File: config.mk
export PLATFORM = sky130hd
export DESIGN_NAME = membus_unit
export DESIGN_NICKNAME = d
export VERILOG_FILES = /design/src/rtl/membus_pkg.sv /design/src/rtl/membus_decode.sv /design/src/rtl/membus_regs.sv /design/src/rtl/membus_seq.sv /design/src/rtl/membus_unit.sv
export SDC_FILE = /design/constraint.sdc
export NUM_CORES = 1
export LEC_CHECK = 0
export ABC_AREA = 1
export CAP_MARGIN = 20
export CELL_PAD_IN_SITES_DETAIL_PLACEMENT = 1
export CELL_PAD_IN_SITES_GLOBAL_PLACEMENT = 2
export CORE_MARGIN = 10
export CORE_UTILIZATION = 31
export DETAILED_ROUTE_END_ITERATION = 10
export DONT_BUFFER_PORTS = 1
export HOLD_SLACK_MARGIN = 0.05
export PLACE_DENSITY = 0.81
export SLEW_MARGIN = 30
export SYNTH_ARGS = -nofsm -noshare
export SYNTH_HDL_FRONTEND = slang
export SYNTH_SLANG_ARGS = --single-unit
File: constraint.sdc
create_clock -name clk -period 2.05 [get_ports clk]
set_clock_uncertainty 0.2 [all_clocks]
set_input_delay 0.41 -clock clk [delete_from_list [all_inputs] [get_ports clk]]
set_output_delay 0.41 -clock clk [all_outputs]
set_load 0.05 [all_outputs]
File: src/rtl/membus_pkg.sv
package membus_pkg;

  // Region codes reported on rsp_region
  typedef enum logic [1:0] {
    REG_GEN  = 2'd0,
    REG_FBUF = 2'd1,
    REG_IO   = 2'd2
  } region_e;

  // Access sequencer states
  typedef enum logic [2:0] {
    ST_IDLE,
    ST_RD_STB,
    ST_RD_CAP,
    ST_WR_STB,
    ST_FIN
  } seq_state_e;

  // Source select for the data holding register
  typedef enum logic [1:0] {
    MDR_FROM_REQ,
    MDR_FROM_BUS,
    MDR_ZERO
  } mdr_src_e;

endpackage

File: src/rtl/membus_decode.sv
module membus_decode
  import membus_pkg::*;
#(
  parameter int unsigned AW        = 16,
  parameter int unsigned FB_BASE   = 32'h7C40,
  parameter int unsigned FB_WORDS  = 960,
  parameter int unsigned TERM_ADDR = 32'hFFF0
) (
  input  logic [AW-1:0] addr,
  output region_e       region,
  output logic          is_term
);

  localparam logic [AW-1:0] FB_LO  = AW'(FB_BASE);
  localparam logic [AW-1:0] FB_HI  = AW'(FB_BASE + FB_WORDS - 1);
  localparam logic [AW-1:0] TERM_A = AW'(TERM_ADDR);

  // The top address bit splits memory from IO space
  always_comb begin
    if (addr[AW-1]) begin
      region = REG_IO;
    end else if ((addr >= FB_LO) && (addr <= FB_HI)) begin
      region = REG_FBUF;
    end else begin
      region = REG_GEN;
    end
  end

  assign is_term = (addr == TERM_A);

endmodule

File: src/rtl/membus_regs.sv
module membus_regs
  import membus_pkg::*;
#(
  parameter int unsigned AW = 16,
  parameter int unsigned DW = 32
) (
  input  logic          clk,
  input  logic          rst_n,
  input  logic          mar_ld,
  input  logic [AW-1:0] mar_d,
  input  logic          mdr_ld,
  input  mdr_src_e      mdr_src,
  input  logic [DW-1:0] req_data,
  input  logic [DW-1:0] bus_data,
  output logic [AW-1:0] mar_q,
  output logic [DW-1:0] mdr_q
);

  logic [DW-1:0] mdr_d;

  always_comb begin
    unique case (mdr_src)
      MDR_FROM_REQ: mdr_d = req_data;
      MDR_FROM_BUS: mdr_d = bus_data;
      default:      mdr_d = '0;
    endcase
  end

  always_ff @(posedge clk or negedge rst_n) begin
    if (!rst_n) begin
      mar_q <= '0;
    end else if (mar_ld) begin
      mar_q <= mar_d;
    end
  end

  always_ff @(posedge clk or negedge rst_n) begin
    if (!rst_n) begin
      mdr_q <= '0;
    end else if (mdr_ld) begin
      mdr_q <= mdr_d;
    end
  end

endmodule

File: src/rtl/membus_seq.sv
module membus_seq
  import membus_pkg::*;
(
  input  logic     clk,
  input  logic     rst_n,
  input  logic     req_valid,
  input  logic     req_write,
  input  region_e  region,
  input  logic     is_term,
  output logic     req_ready,
  output logic     mar_ld,
  output logic     mdr_ld,
  output mdr_src_e mdr_src,
  output logic     bus_rd,
  output logic     bus_wr,
  output logic     term_valid,
  output logic     rsp_done
);

  seq_state_e state_q, state_d;
  logic       fire;
  logic       to_mem;

  assign fire   = (state_q == ST_IDLE) && req_valid;
  assign to_mem = (region != REG_IO);

  always_comb begin
    state_d = state_q;
    unique case (state_q)
      ST_IDLE:   if (req_valid) state_d = req_write ? ST_WR_STB : ST_RD_STB;
      ST_RD_STB: state_d = ST_RD_CAP;
      ST_RD_CAP: state_d = ST_FIN;
      ST_WR_STB: state_d = ST_FIN;
      ST_FIN:    state_d = ST_IDLE;
      default:   state_d = ST_IDLE;
    endcase
  end

  always_ff @(posedge clk or negedge rst_n) begin
    if (!rst_n) begin
      state_q <= ST_IDLE;
    end else begin
      state_q <= state_d;
    end
  end

  always_comb begin
    mdr_ld  = 1'b0;
    mdr_src = MDR_FROM_REQ;
    if (fire && req_write) begin
      mdr_ld = 1'b1;
    end else if (state_q == ST_RD_CAP) begin
      mdr_ld  = 1'b1;
      mdr_src = to_mem ? MDR_FROM_BUS : MDR_ZERO;
    end
  end

  assign req_ready  = (state_q == ST_IDLE);
  assign mar_ld     = fire;
  assign bus_rd     = (state_q == ST_RD_STB) && to_mem;
  assign bus_wr     = (state_q == ST_WR_STB) && to_mem;
  assign term_valid = (state_q == ST_WR_STB) && is_term;
  assign rsp_done   = (state_q == ST_FIN);

endmodule

File: src/rtl/membus_unit.sv
module membus_unit
  import membus_pkg::*;
#(
  parameter int unsigned AW        = 16,
  parameter int unsigned DW        = 32,
  parameter int unsigned FB_BASE   = 32'h7C40,
  parameter int unsigned FB_WORDS  = 960,
  parameter int unsigned TERM_ADDR = 32'hFFF0
) (
  input  logic          clk,
  input  logic          rst_n,
  input  logic          req_valid,
  output logic          req_ready,
  input  logic          req_write,
  input  logic [AW-1:0] req_addr,
  input  logic [DW-1:0] req_wdata,
  output logic          rsp_done,
  output logic [DW-1:0] rsp_rdata,
  output logic [1:0]    rsp_region,
  output logic [AW-1:0] bus_addr,
  output logic          bus_rd,
  output logic          bus_wr,
  output logic [DW-1:0] bus_wdata,
  input  logic [DW-1:0] bus_rdata,
  output logic          bus_fbuf,
  output logic          term_valid,
  output logic [DW-1:0] term_data
);

  logic          mar_ld, mdr_ld, is_term;
  mdr_src_e      mdr_src;
  region_e       region;
  logic [AW-1:0] mar_q;
  logic [DW-1:0] mdr_q;

  membus_regs #(.AW(AW), .DW(DW)) regs_i (
    .clk      (clk),
    .rst_n    (rst_n),
    .mar_ld   (mar_ld),
    .mar_d    (req_addr),
    .mdr_ld   (mdr_ld),
    .mdr_src  (mdr_src),
    .req_data (req_wdata),
    .bus_data (bus_rdata),
    .mar_q    (mar_q),
    .mdr_q    (mdr_q)
  );

  // Decode always looks at the latched address, never the live request
  membus_decode #(
    .AW(AW), .FB_BASE(FB_BASE), .FB_WORDS(FB_WORDS), .TERM_ADDR(TERM_ADDR)
  ) dec_i (
    .addr    (mar_q),
    .region  (region),
    .is_term (is_term)
  );

  membus_seq seq_i (
    .clk        (clk),
    .rst_n      (rst_n),
    .req_valid  (req_valid),
    .req_write  (req_write),
    .region     (region),
    .is_term    (is_term),
    .req_ready  (req_ready),
    .mar_ld     (mar_ld),
    .mdr_ld     (mdr_ld),
    .mdr_src    (mdr_src),
    .bus_rd     (bus_rd),
    .bus_wr     (bus_wr),
    .term_valid (term_valid),
    .rsp_done   (rsp_done)
  );

  assign bus_addr   = mar_q;
  assign bus_wdata  = mdr_q;
  assign term_data  = mdr_q;
  assign rsp_rdata  = mdr_q;
  assign rsp_region = region;
  assign bus_fbuf   = (bus_rd || bus_wr) && (region == REG_FBUF);

endmodule

==> flow_metrics.py <==
metrics = {
    "place": {
        "place.gp.congestion": 0.751,
        "port_buffers": 0,
        "dp_hpwl_um": 7210,
    },
    "clocking": {
        "cts_made_buffers": 5,
        "cts_buffer_depth": 2,
        "path_clk_slew_ns": 0.11,
        "cts_tree": "built",
        "h-tree-depth": 2,
        "cts_num_sinks": 51,
        "cts_root_buf": "clkbuf_8",
        "clkLatencyLatePin_ns": 0.32,
    },
    "final_layout": {
        "syn2layout_area_growth_pct": 20.2,
        "mostFrequentLayoutCells": "185 x nand2_1, 69 x buf_4, 49 x dfrtp_1, 32 x nand4_1, 32 x nand3_1",
        "drive_above_1_share": 0.244,
        "finish.net_count": 517,
        "num_antenna_cells": 0,
        "mostFrequentLayoutCell": "nand2_1",
        "final_core_util": 0.382,
    },
    "sta": {
        "fmax_mhz": 494,
        "final_hold_viol_count": 0,
        "post-route-min-period_ns": 2.02,
        "fin_crit_sh": 0.988,
        "relSlewSlack": 0.710,
        "slew_violations": 0,
        "tightest_slew_ns": 0.436,
        "rsz0062_at_grt": "true",
        "setup_viol": 0,
    },
    "outcome": {
        "status": "finished clean",
    },
    "drt": {
        "ant_nets": 0,
        "drcViolationCount": 0,
        "drt_pass1_iterations": 4,
        "first_iter_violations": 95,
        "vias_per_cell": 4.85,
        "dr_total_vias": 2751,
        "wl_per_cell_um": 18.5,
        "drt-total-wl_um": 10500,
    },
    "synthesis": {
        "seq_area_frac_synth": 0.412,
        "synth_cells": 421,
        "synth_warnings": 0,
        "syn-num-nets": 505,
        "yosysUniqueCellTypes": 17,
        "ys_ff_latch": 51,
        "syn_area_per_cell_sq_um": 7.35,
        "synth_area_sq_um": 3090,
    },
    "setup_path": {
        "crit_fanout": 2,
        "crit_type": "flop to output port",
        "worst_setup_path_start_kind": "flop",
        "cp.arrival_ns": 1.41,
        "required_ns": 1.44,
        "cp-end-kind": "output port",
    },
    "global_route": {
        "antenna_found_initial": 0,
        "grt_usage": 0.143,
        "grt_overflow": 0,
        "grt_pass1_wl_um": 16800,
        "grt_max_degree": 65,
        "first_global_vias": 3165,
    },
    "floorplan": {
        "core-area_sq_um": 9730,
        "fp.dieW_um": 120,
        "die_area_sq_um": 14400,
        "ios": 204,
        "start_util": 0.318,
        "rows": 36,
        "die_h_um": 120,
    },
    "worst_hold_path": {
        "hp-class": "primary input to flop",
    },
    "run": {
        "max-cap-violations": 0,
    },
}
## routing by layer
metal  part of all wire  vias up  track usage
met1               0.38     1325        0.148
met5                  0        -            0
met4              0.014        0       0.0392
met2               0.51      113        0.256
li1                   -     1302            -
met3              0.094       11       0.0638
## synth_stat cells (all sizes together)
master	instances	share of area
inv	6	0.0073
clkinv	1	0.0016
dfrtp	51	0.41
buf	80	0.18
nor2	11	0.016
o211ai	1	0.0024
nor3	6	0.0097
nand4	33	0.069
nand3	34	0.055
clkbuf	10	0.012
nand2	188	0.23
## cells by family (layout without fill, tap and decap cells)
family	count (synthesis)	in the layout	share of synthesized area
buffers and inverters	97	110	0.205
AOI/OAI and AO/OA	1	1	0.00243
DFF	51	51	0.412
and+or+nand+nor	272	272	0.380
## state kept, by name, summed over array words and instances (netlist names)
signal and cells:
regs_i.mdr_q 32, seq_i.state_q 3, regs_i.mar_q 16
## stage by stage
step           area [sq um]  worst slack [ns]  TNS, ns  hold WS, ns  cells
2_1_floorplan          3100            -0.354   -0.880      -0.0856    421
3_3_place_gp           3230             0.233        0      -0.0838    530
3_5_place_dp           3230             0.229        0      -0.0834    530
4_1_cts                3600           -0.0693  -0.0693       0.0637    560
5_1_grt                3720            -0.103   -0.143       0.0678    567
6_report               3720            0.0253        0       0.0669    567
## critical path, cell delays in order, from the launching register on
cell	delay, ns
dfrtp_1	0.39
inv_1	0.10
nor3_2	0.20
nand3_2	0.12
nor2_4	0.15
buf_12	0.14
## path summary, 6_finish.rpt
kind	from	endpoint	slack, ns	cells after the start
min in group asynchronous	rst_n	regs_i.mdr_q[29]	0.45	2
max reg2reg	seq_i.state_q[2]	regs_i.mdr_q[21]	0.30	9
max in group asynchronous	rst_n	regs_i.mar_q[15]	0.96	2
min	req_write	seq_i.state_q[1]	0.07	2
max	regs_i.mar_q[14]	term_valid	0.03	5
min reg2reg	regs_i.mdr_q[14]	regs_i.mdr_q[14]	0.31	2
## cell type report
| type | instances | area [sq um] |
|---|---|---|
| clock buffer | 5 | 68.8 |
| clock inverter | 3 | 67.6 |
| fill | 1209 | 6010 |
| inverter | 7 | 27.5 |
| multi-input combinational | 273 | 1260 |
| sequential | 51 | 1280 |
| tap | 133 | 166 |
| timing repair buffer | 95 | 848 |
## timing repair
item / in CTS / in global routing
endpoints found under the hold margin: 68 / 0
buffers inserted: 3 / 7
pin swaps: 0 / 7
gates cloned: 0 / 0
endpoints found under the setup margin: 2 / 5
hold buffers: 19 / 0
gates resized for setup: 1 / 18
Power is not shown: default switching activity piles up to over one toggle a cycle in this logic, so the estimate is an artifact.
